## config.mk

```make
export PLATFORM = sky130hd
export DESIGN_NAME = last_byte_detector
export DESIGN_NICKNAME = d
export VERILOG_FILES = /design/src/rtl/lbd_pkg.sv /design/src/rtl/lbd_offset_counter.sv /design/src/rtl/lbd_slice_eq.sv /design/src/rtl/last_byte_detector.sv
export SDC_FILE = /design/constraint.sdc
export NUM_CORES = 1
export LEC_CHECK = 0
export BUFFER_PORTS_ARGS = -buffer_cell sky130_fd_sc_hd__buf_4
export CAP_MARGIN = 10
export CORE_MARGIN = 2
export CORE_UTILIZATION = 60
export CTS_BUF_LIST = sky130_fd_sc_hd__clkbuf_2 sky130_fd_sc_hd__clkbuf_4 sky130_fd_sc_hd__clkbuf_8
export CTS_CLUSTER_SIZE = 20
export DETAILED_ROUTE_END_ITERATION = 7
export PLACE_DENSITY = 0.83
export SKIP_CTS_REPAIR_TIMING = 1
export SYNTH_ARGS = -nofsm -noshare
export SYNTH_HDL_FRONTEND = slang
export SYNTH_SLANG_ARGS = --single-unit
export TNS_END_PERCENT = 5
```

## constraint.sdc

```tcl
create_clock -name clk -period 2.05 [get_ports clk]
set_input_delay 0 -clock clk [delete_from_list [all_inputs] [get_ports clk]]
set_output_delay 0 -clock clk [all_outputs]
set_load 0.05 [all_outputs]
```

## src/rtl/lbd_pkg.sv

```systemverilog
package lbd_pkg;
   localparam int unsigned LBD_CNT_W_DEF   = 11;
   localparam int unsigned LBD_SLICE_W_DEF = 3;
   localparam int unsigned LBD_RD_COPIES   = 3;

   function automatic int unsigned lbd_num_slices(input int unsigned w, input int unsigned s);
      return (w + s - 1) / s;
   endfunction
endpackage

```

## src/rtl/lbd_offset_counter.sv

```systemverilog
module lbd_offset_counter #(
   parameter int unsigned W      = 11,
   parameter int unsigned OFFSET = 0
) (
   input  logic         clk,
   input  logic         rst,
   input  logic         load_en,
   input  logic [W-1:0] load_val,
   input  logic         step_en,
   output logic [W-1:0] cnt_q
);
   localparam logic [W-1:0] OFS = W'(OFFSET);

   logic [W-1:0] cnt_nxt;

   always_comb begin
      if (load_en)      cnt_nxt = load_val + OFS;
      else if (step_en) cnt_nxt = cnt_q + {{(W-1){1'b0}}, 1'b1};
      else              cnt_nxt = cnt_q;
   end

   always_ff @(posedge clk) begin
      if (rst) cnt_q <= OFS;
      else     cnt_q <= cnt_nxt;
   end
endmodule

```

## src/rtl/lbd_slice_eq.sv

```systemverilog
module lbd_slice_eq #(
   parameter int unsigned W  = 11,
   parameter int unsigned SW = 3
) (
   input  logic         clk,
   input  logic         rst,
   input  logic [W-1:0] wr_val,
   input  logic [W-1:0] rd_near,
   input  logic [W-1:0] rd_far,
   input  logic         use_far,
   output logic         match_q
);
   localparam int unsigned NSL = lbd_pkg::lbd_num_slices(W, SW);

   logic [NSL-1:0] slice_eq_q;

   for (genvar s = 0; s < NSL; s++) begin : g_slice
      localparam int unsigned LO = s * SW;
      localparam int unsigned HI = ((LO + SW) > W) ? (W - 1) : (LO + SW - 1);
      logic hit_near, hit_far;
      assign hit_near = (wr_val[HI:LO] == rd_near[HI:LO]);
      assign hit_far  = (wr_val[HI:LO] == rd_far[HI:LO]);
      always_ff @(posedge clk) begin
         if (rst) slice_eq_q[s] <= 1'b0;
         else     slice_eq_q[s] <= use_far ? hit_far : hit_near;
      end
   end

   always_ff @(posedge clk) begin
      if (rst) match_q <= 1'b0;
      else     match_q <= &slice_eq_q;
   end

   // one cycle after a reset edge the merged flag is low
   a_r1_flag_clear: assert property (@(posedge clk) rst |=> !match_q)
      else $error("flag not cleared by reset");
endmodule

```

## src/rtl/last_byte_detector.sv

```systemverilog
module last_byte_detector #(
   parameter int unsigned CNT_W   = lbd_pkg::LBD_CNT_W_DEF,
   parameter int unsigned SLICE_W = lbd_pkg::LBD_SLICE_W_DEF
) (
   input  logic             clk,
   input  logic             rst,
   input  logic             wr_en,
   input  logic             rd_en,
   input  logic             odd_mode,
   input  logic             load_en,
   input  logic [CNT_W-1:0] load_wr,
   input  logic [CNT_W-1:0] load_rd,
   output logic             last_byte
);
   localparam int unsigned NCOPY = lbd_pkg::LBD_RD_COPIES;
   localparam logic [CNT_W-1:0] ONE = {{(CNT_W-1){1'b0}}, 1'b1};
   localparam logic [CNT_W-1:0] TWO = ONE + ONE;

   if (CNT_W < 2 || SLICE_W < 1 || SLICE_W > CNT_W) begin : g_bad_params
      $error("last_byte_detector: CNT_W must be >= 2 and SLICE_W in 1..CNT_W");
   end

   logic [CNT_W-1:0] wr_cnt;
   logic [CNT_W-1:0] wr_cmp;
   logic [CNT_W-1:0] rd_copy [NCOPY];
   logic             odd_q;

   lbd_offset_counter #(.W(CNT_W), .OFFSET(0)) i_wr_main (
      .clk(clk), .rst(rst), .load_en(load_en), .load_val(load_wr),
      .step_en(wr_en), .cnt_q(wr_cnt));

   lbd_offset_counter #(.W(CNT_W), .OFFSET(0)) i_wr_cmp (
      .clk(clk), .rst(rst), .load_en(load_en), .load_val(load_wr),
      .step_en(wr_en), .cnt_q(wr_cmp));

   for (genvar i = 0; i < NCOPY; i++) begin : g_rd
      lbd_offset_counter #(.W(CNT_W), .OFFSET(i)) i_rd (
         .clk(clk), .rst(rst), .load_en(load_en), .load_val(load_rd),
         .step_en(rd_en), .cnt_q(rd_copy[i]));
   end

   always_ff @(posedge clk) begin
      if (rst) odd_q <= 1'b0;
      else     odd_q <= odd_mode;
   end

   lbd_slice_eq #(.W(CNT_W), .SW(SLICE_W)) i_cmp (
      .clk(clk), .rst(rst), .wr_val(wr_cmp), .rd_near(rd_copy[1]),
      .rd_far(rd_copy[2]), .use_far(odd_q), .match_q(last_byte));

   logic [1:0] live_q;
   always_ff @(posedge clk) begin
      if (rst) live_q <= 2'b00;
      else     live_q <= {live_q[0], 1'b1};
   end

   // read copies stay at fixed offsets from the base read count
   a_r3_copy_offsets: assert property (@(posedge clk) disable iff (rst)
      (rd_copy[1] == rd_copy[0] + ONE) && (rd_copy[2] == rd_copy[0] + TWO))
      else $error("read copies drifted");

   // write count steps on wr_en
   a_r2_wr_step: assert property (@(posedge clk) disable iff (rst)
      (wr_en && !load_en) |=> (wr_cnt == $past(wr_cnt) + ONE))
      else $error("write count did not step");

   // read count steps on rd_en, also alongside a write
   a_r8_rd_step: assert property (@(posedge clk) disable iff (rst)
      (rd_en && !load_en) |=> (rd_copy[0] == $past(rd_copy[0]) + ONE))
      else $error("read count did not step");

   // load wins over enables
   a_r4_load: assert property (@(posedge clk) disable iff (rst)
      load_en |=> (wr_cnt == $past(load_wr)) && (rd_copy[0] == $past(load_rd)))
      else $error("load not taken");

   // flag equals the distance test on primary counters two edges back
   a_r7_flag_latency: assert property (@(posedge clk) disable iff (rst)
      live_q[1] |-> (last_byte == ($past(odd_q, 2)
         ? ($past(wr_cnt, 2) == $past(rd_copy[0], 2) + TWO)
         : ($past(wr_cnt, 2) == $past(rd_copy[0], 2) + ONE))))
      else $error("flag mismatch against counters");
endmodule

```

## After elaboration in Yosys (flattened, before gate mapping)

Cells that the tools add are included.

- Flip-flop bits (word level): 39
- Bits of input ports: 28
- Logic and storage cells: 35

- Reduce and logical (&&, ||, !) cells: 3
- Equal/unequal tests: 8
- Muxes and demuxes: 10
- $add $sub $neg: 5

Operators by type and width:

| operator | number |
|---|---|
| $mux 11 | 6 |
| $add 11x1->11 const B | 4 |
| $eq 3x3->1 | 6 |
| $add 11x2->11 const B | 1 |
| $eq 2x2->1 | 2 |
| $mux 1 | 4 |
| $reduce_and 4->1 | 1 |
| $reduce_bool 2->1 | 2 |

## Depth between registers and ports, before layout

Gate-level depths: netlist (run 1).

- Depth in word-level cells: 3
- Mapped depth: 9
- Mapped depth without buffers: 7

## Modules after synthesis

Synthesis (run 1) repeated with hierarchy kept, for this count alone.

- Cells, all modules: 295
- Area total of the unflattened synthesis: 2,571.2 um2

By module, submodules not included:

| module | cells an instance | area each (um2) | sequential area each (um2) | times used |
|---|---|---|---|---|
| lbd_offset_counter at g_rd[1].i_rd | 90 | 773.2 | 220.2 | 1 |
| lbd_offset_counter at g_rd[2].i_rd | 90 | 747.0 | 220.2 | 1 |
| lbd_offset_counter at i_wr_cmp | 79 | 665.6 | 220.2 | 1 |
| lbd_slice_eq | 34 | 351.6 | 100.1 | 1 |
| last_byte_detector | 2 | 33.8 | 20.0 | 1 |

## Worst setup path before layout (run 1)

No wires, ideal clock.

- Path kind: input -> register
- From: input load_en
- To: register g_rd[1].i_rd.cnt_q[10]
- Stages on the path: 9
- Arrival: 1.717 ns
- Buffers on the path: 3
- Path slack: 0.206 ns
- Data required time: 1.923 ns
- Library setup time: 0.127 ns
- Cell sequence: buf_4 buf_2 buf_1 o21ai_0 ha_1 and2_2 nand3_2 and4_1 or3b_1

- Cells in the longest elaborated chain, start to end: 1
- Elaborated cells between the ends (all ways): 2

Ends and longest elaborated chain:

| item | RTL line | RTL |
|---|---|---|
| from (decl) | last_byte_detector.sv:10 | `input logic load_en,` |
| $mux 11 / $reduce_bool 2->1 (equally long branches) | - |  |
| to (signal assigned) | lbd_offset_counter.sv:24 | `else cnt_q <= cnt_nxt;` |
| to (decl) | lbd_offset_counter.sv:10 | `output logic [W-1:0] cnt_q` |

Parallel ways exist; a longest one is shown, timed or not.
A chain may end at the register's enable or synchronous reset.

## Final worst setup path (run 1)

- From: register g_rd[1].i_rd.cnt_q[0]
- To: register g_rd[1].i_rd.cnt_q[10]

- Cells in the longest elaborated chain, start to end: 3

Ends and longest elaborated chain:

| item | RTL line | RTL |
|---|---|---|
| $add 11x1->11 | lbd_offset_counter.sv:18 | `else if (step_en) cnt_nxt = cnt_q + {{(W-1){1'b0}}, 1'b1};` |
| $mux 11 | lbd_offset_counter.sv:18 |  |
| $mux 11 | lbd_offset_counter.sv:17 | `if (load_en) cnt_nxt = load_val + OFS;` |

No other way between the ends. The select of a mux whose other input is x is not followed.

==> results of run 1 <==
registers in the layout (all words and copies together), names as in the netlist:
| name | count |
|---|---|
| g_rd.i_rd.cnt_q | 22 |
| i_cmp.match_q | 1 |
| i_cmp.slice_eq_q | 4 |
| i_wr_cmp.cnt_q | 11 |
| odd_q | 1 |
placed cells by master (no fill, tap or decap), types with 5 or more instances in the layout:
cell type and count:
nor2_1 40, dfxtp_1 39, xnor2_1 35, buf_4 31, nand2_1 20, xor2_1 19
a211oi_1 18, nand3_1 14, mux2i_1 14, nand4_1 12, dlygate4sd3_1 10, a21oi_1 9
o21ai_0 7, clkbuf_8 7, inv_1 5, and4_1 5, nor3_1 5
power by group:
| group | switching [mW] | total [mW] | internal, mW |
|---|---|---|---|
| clock | 0.262 | 0.582 | 0.320 |
| combinational | 0.161 | 0.335 | 0.174 |
| sequential | 0.0667 | 0.881 | 0.815 |
| total | 0.490 | 1.80 | 1.31 |
critical path: stages (launching register included):
cell and delay [ps]:
dfxtp_1 390, inv_1 50, o21ai_0 170, ha_1 200
and2_2 190, nand3_2 80, and4_1 200, or3b_1 360
cell families after synthesis:
group,Yosys count,synth area share [%]
multiplexers,16,6.69
AO/OA/AOI/OAI,44,12.4
flip-flops,39,32.1
adder cells (fa/ha/maj),4,2.06
AND/OR/NAND/NOR,113,23.1
buffers and inverters,23,4.17
XOR/XNOR,54,19.5
area by class of cell:
type,count,share of cell area (%)
inverters,5,0.659
flip-flops and latches,39,27.4
multi-input cells,231,54.4
repair buffers,41,11.7
well taps,50,2.20
clock buffers,8,3.65
path summary, 6_finish.rpt:
kind	endpoint	slack, ps	depth (start not counted)
max	g_rd[1].i_rd.cnt_q[10]	280	7
min	i_wr_cmp.cnt_q[6]	-10	3
max reg2reg	g_rd[1].i_rd.cnt_q[10]	280	7
min reg2reg	i_cmp.match_q	430	2
metrics by stage:
step	hold WS [ps]	total power, mW	utilization [%]	area [µm²]	cells
detailed placement	219	1.22	67.0	2640	356
CTS	-88.9	1.80	69.7	2750	364
global route	15.1	1.89	72.2	2850	374
floorplan	128	1.11	-	2430	293
global placement	216	1.20	67.0	2640	356
finish	-10.5	1.80	72.2	2850	374
per-layer routing:
layer	wire, µm	share of wire, %
met5	0	0
met4	104	2.0
met3	226	4.4
met2	2460	47
met1	2400	46
==> impl_metrics.json, run 1 <==
{
  "cts_sinks": 39,
  "die_x_um": 67.6,
  "skew_ps": 3.52,
  "holdWs_ps": -10.5,
  "slew_violations": 0,
  "die_area_um2": 4570,
  "ir_drop_uv": 433,
  "worstSkewPairLatency_ps": 290,
  "seqCellArea_um2": 781,
  "die_h_um": 67.6,
  "synth_area_leader_cell": "dfxtp_1",
  "slew_headroom_pct": 57.9,
  "drtAntennaViolNets": 0,
  "met3_usage_pct": 5.17,
  "avgSynthCellArea_um2": 8.29,
  "synth_edf_count": 0,
  "path_max_fanout": 4,
  "grt_max_degree": 37,
  "ys_seq_area_share_pct": 32.1,
  "antenna-diode-count": 0,
  "violations": "hold timing",
  "required_ps": 2230,
  "postSynth.asyncResetShare_pct": 0,
  "period_share_pct": 86.2,
  "syn2layout_area_growth_pct": 17.1,
  "setup_viol": 0,
  "ys_types": 38,
  "antenna_found_initial": 0,
  "drv_cap": 0,
  "grt_pass1_wl_um": 8110,
  "synth_seq_cells": 39,
  "min-delay-start": "load_wr[6]",
  "fmax_ghz": 0.566,
  "p_per_area_nw_per_um2": 632,
  "hold_viol_final": 2,
  "fin_tns_setup_ps": 0,
  "synth_top_cells_by_count": "nor2_1, dfxtp_1, xnor2_1, nand2_1, xor2_1",
  "initial_core_util_pct": 61.6,
  "clock-root-buffer": "clkbuf_8",
  "path_class": "flip-flop to flip-flop",
  "multiInputGateArea_um2": 1550,
  "critPathLaunch": "g_rd[1].i_rd.cnt_q[0]",
  "drive_above_1_share_pct": 13.6,
  "avgViaCountPerCell": 5.66,
  "drt_iter0_drc": 84,
  "gp_congestion": 0.836,
  "synthesis.nets": 325,
  "rows": 23,
  "grt_busiest_layer": "met2",
  "netlist.area_leader.share_pct": 32.1,
  "rsz0062_at_grt": "false",
  "final_nets": 355,
  "track_usage_pct": 23.9,
  "dr.pass1.iters": 4,
  "cts-htree-levels": 2,
  "cp.arrival_ps": 1950,
  "yosys-top-cells-area": "dfxtp_1, xnor2_1, xor2_1",
  "place_hpwl_um": 3730,
  "netlist_area_um2": 2430,
  "yosysWarnings": 0,
  "timing.final.ws_setup_ps": 283,
  "end_kind": "flip-flop",
  "tritoncts.num_buffers": 5,
  "cts_tree": "done",
  "core_um2": 3940,
  "regToRegStartpoint": "g_rd[1].i_rd.cnt_q[0]",
  "met1_usage_pct": 28.3,
  "critPathLaunchType": "flip-flop",
  "yosys_most_used_dff": "dfxtp_1",
  "syn_inst": 293,
  "yosysMostFrequentCell": "nor2_1",
  "run_status": "finished, violations left",
  "drt_wl_total_um": 5200,
  "overflow": 0,
  "fillers": 312,
  "worstMarginPinSlew_ps": 630,
  "drcViolationCount": 0,
  "hp-class": "input pin to flip-flop",
  "first_global_vias": 1837,
  "post_drt_wl_per_cell_um": 13.9,
  "ioPinCount": 29,
  "fin_crit_ps": 1770,
  "clk_pin_slew_worst_paths_ps": 70,
  "io_buffers": 28,
  "use_met2_pct": 41.4,
  "p_leak_nw": 1.10,
  "vias": 2115,
  "cts_buffer_depth": 2,
  "dp_slack_ps": 344
}
(Power assumes the default switching activity.)
==> run 2: changes to the inputs <==
- REMOVE_ABC_BUFFERS: unset -> 1
==> run 2 against run 1 <==
  * The run still ends with hold timing left
  * Largest power group unchanged
  * Highest routed layer unchanged
  * Sequential cell count unchanged
  * Sequential power is essentially flat
  * Clock skew about the same
==> impl_metrics.json, run 2 (synthesis results as in run 1) <==
{
  "run_status": "finished, violations left",
  "initial_core_util_pct": 61.6,
  "final_common_cell": "nor2_1",
  "critPathLaunchType": "flip-flop",
  "reg_top3": "g_rd.i_rd.cnt_q x22, i_wr_cmp.cnt_q x11, i_cmp.slice_eq_q x4",
  "cts_sinks": 39,
  "dr.pass1.iters": 4,
  "cts_buffer_depth": 2,
  "skew_ps": 3.62,
  "hp-class": "input pin to flip-flop",
  "violations": "hold timing",
  "rsz0062_at_grt": "false",
  "p_leak_nw": 1.11,
  "ioPinCount": 29,
  "whs_endpoint": "i_wr_cmp.cnt_q[10]",
  "holdWs_ps": -13.9,
  "r2r_setup_slack_ps": 290,
  "required_ps": 2230,
  "die_x_um": 67.6,
  "avgViaCountPerCell": 5.62,
  "path_max_fanout": 4,
  "hold_viol_final": 2,
  "reg2reg_to": "g_rd[1].i_rd.cnt_q[10]",
  "core_um2": 3940,
  "syn2layout_area_growth_pct": 17.8,
  "setup_viol": 0,
  "slew_headroom_pct": 57.1,
  "layout.cells.most_common_list": "nor2_1, dfxtp_1, xnor2_1",
  "min-delay-start": "load_wr[10]",
  "tritoncts.num_buffers": 5,
  "p_per_area_nw_per_um2": 634,
  "cp.arrival_ps": 1940,
  "worstSkewPairLatency_ps": 300,
  "antenna-diode-count": 0,
  "drv_cap": 0,
  "overflow": 0,
  "vias": 2112,
  "utilization_pct": 72.6,
  "worst-r2r-cell-count": 7,
  "fmax_ghz": 0.568,
  "hold_depth": 3,
  "grt_pass1_wl_um": 8800,
  "path_class": "flip-flop to flip-flop",
  "regToRegStartpoint": "g_rd[1].i_rd.cnt_q[0]",
  "io_buffers": 28,
  "grt_max_degree": 37,
  "die_h_um": 67.6,
  "fin_crit_ps": 1760,
  "largest_reg_flops": 22,
  "rows": 23,
  "drt_iter0_drc": 90,
  "die_area_um2": 4570,
  "clock-root-buffer": "clkbuf_8",
  "end_kind": "flip-flop",
  "first_global_vias": 1937,
  "drcViolationCount": 0,
  "antenna_found_initial": 0,
  "post_drt_wl_per_cell_um": 14.4,
  "clk_pin_slew_worst_paths_ps": 80,
  "place_hpwl_um": 3850,
  "regMostFlops": "g_rd.i_rd.cnt_q",
  "ir_drop_uv": 404,
  "slew_violations": 0,
  "cts-htree-levels": 2,
  "gp_congestion": 0.899,
  "track_usage_pct": 26.1,
  "fin_tns_setup_ps": 0,
  "cts_tree": "done",
  "worstMarginPinSlew_ps": 643,
  "fillers": 311,
  "drt_wl_total_um": 5430,
  "period_share_pct": 86.0,
  "drive_above_1_share_pct": 14.1,
  "drtAntennaViolNets": 0,
  "final_nets": 357
}
==> run 2: cell types whose count changed in the layout (fill, tap and decap cells not counted) <==
cell / change
buf_4: +2
==> run 2: how the worst max path moves through the flow <==
stage / cells past startpoint / startpoint / slack, ps / endpoint
after floorplan: 7 / g_rd[1].i_rd.cnt_q[0] / 330 / g_rd[1].i_rd.cnt_q[10]
after global placement: 7 / g_rd[1].i_rd.cnt_q[0] / 380 / g_rd[1].i_rd.cnt_q[10]
after detailed placement: 7 / g_rd[1].i_rd.cnt_q[0] / 310 / g_rd[1].i_rd.cnt_q[10]
after CTS: 7 / g_rd[1].i_rd.cnt_q[0] / 300 / g_rd[1].i_rd.cnt_q[10]
after global routing: 7 / g_rd[1].i_rd.cnt_q[0] / 150 / g_rd[1].i_rd.cnt_q[10]
final: 7 / g_rd[1].i_rd.cnt_q[0] / 290 / g_rd[1].i_rd.cnt_q[10]
==> run 2: layer usage <==
metal	track usage, %	share of wire (%)	vias to the layer above
li1	-	-	1089
met1	31.2	47	952
met2	44.5	47	62
met3	5.67	4.3	9
met4	12.0	2.2	0
met5	0	0	-
==> run 2: final cells by class <==
| class | instances | area, µm² | area share, % |
|---|---|---|---|
| Multi-Input combinational cell | 231 | 1550 | 54.1 |
| Timing Repair Buffer | 43 | 348 | 12.2 |
| Tap cell | 50 | 62.6 | 2.19 |
| Inverter | 5 | 18.8 | 0.656 |
| Sequential cell | 39 | 781 | 27.3 |
| Clock buffer | 8 | 104 | 3.63 |
==> run 2: report_power, final <==
| group | switching [mW] | total [mW] | internal, mW |
|---|---|---|---|
| registers | 0.0669 | 0.881 | 0.814 |
| logic | 0.162 | 0.338 | 0.176 |
| clock network | 0.273 | 0.594 | 0.320 |
==> run 2: stage by stage <==
stage | hold slack, ps | worst slack, ps | std cells | area (µm²) | power, mW
floorplan | 69.1 | 327 | 275 | 2350 | 1.07
global placement | 210 | 382 | 358 | 2660 | 1.21
detailed placement | 220 | 305 | 358 | 2660 | 1.22
CTS | -90.0 | 297 | 366 | 2760 | 1.81
global route | 15.5 | 150 | 376 | 2860 | 1.89
finish | -13.9 | 288 | 376 | 2860 | 1.81
==> run 2: worst max-delay path, cell delays in order, from the launching register on <==
cell and delay, ps:
dfxtp_1 400, inv_1 60, o21ai_0 170, ha_1 190, and2_2 180, nand3_2 90
and4_1 210, or3b_1 360
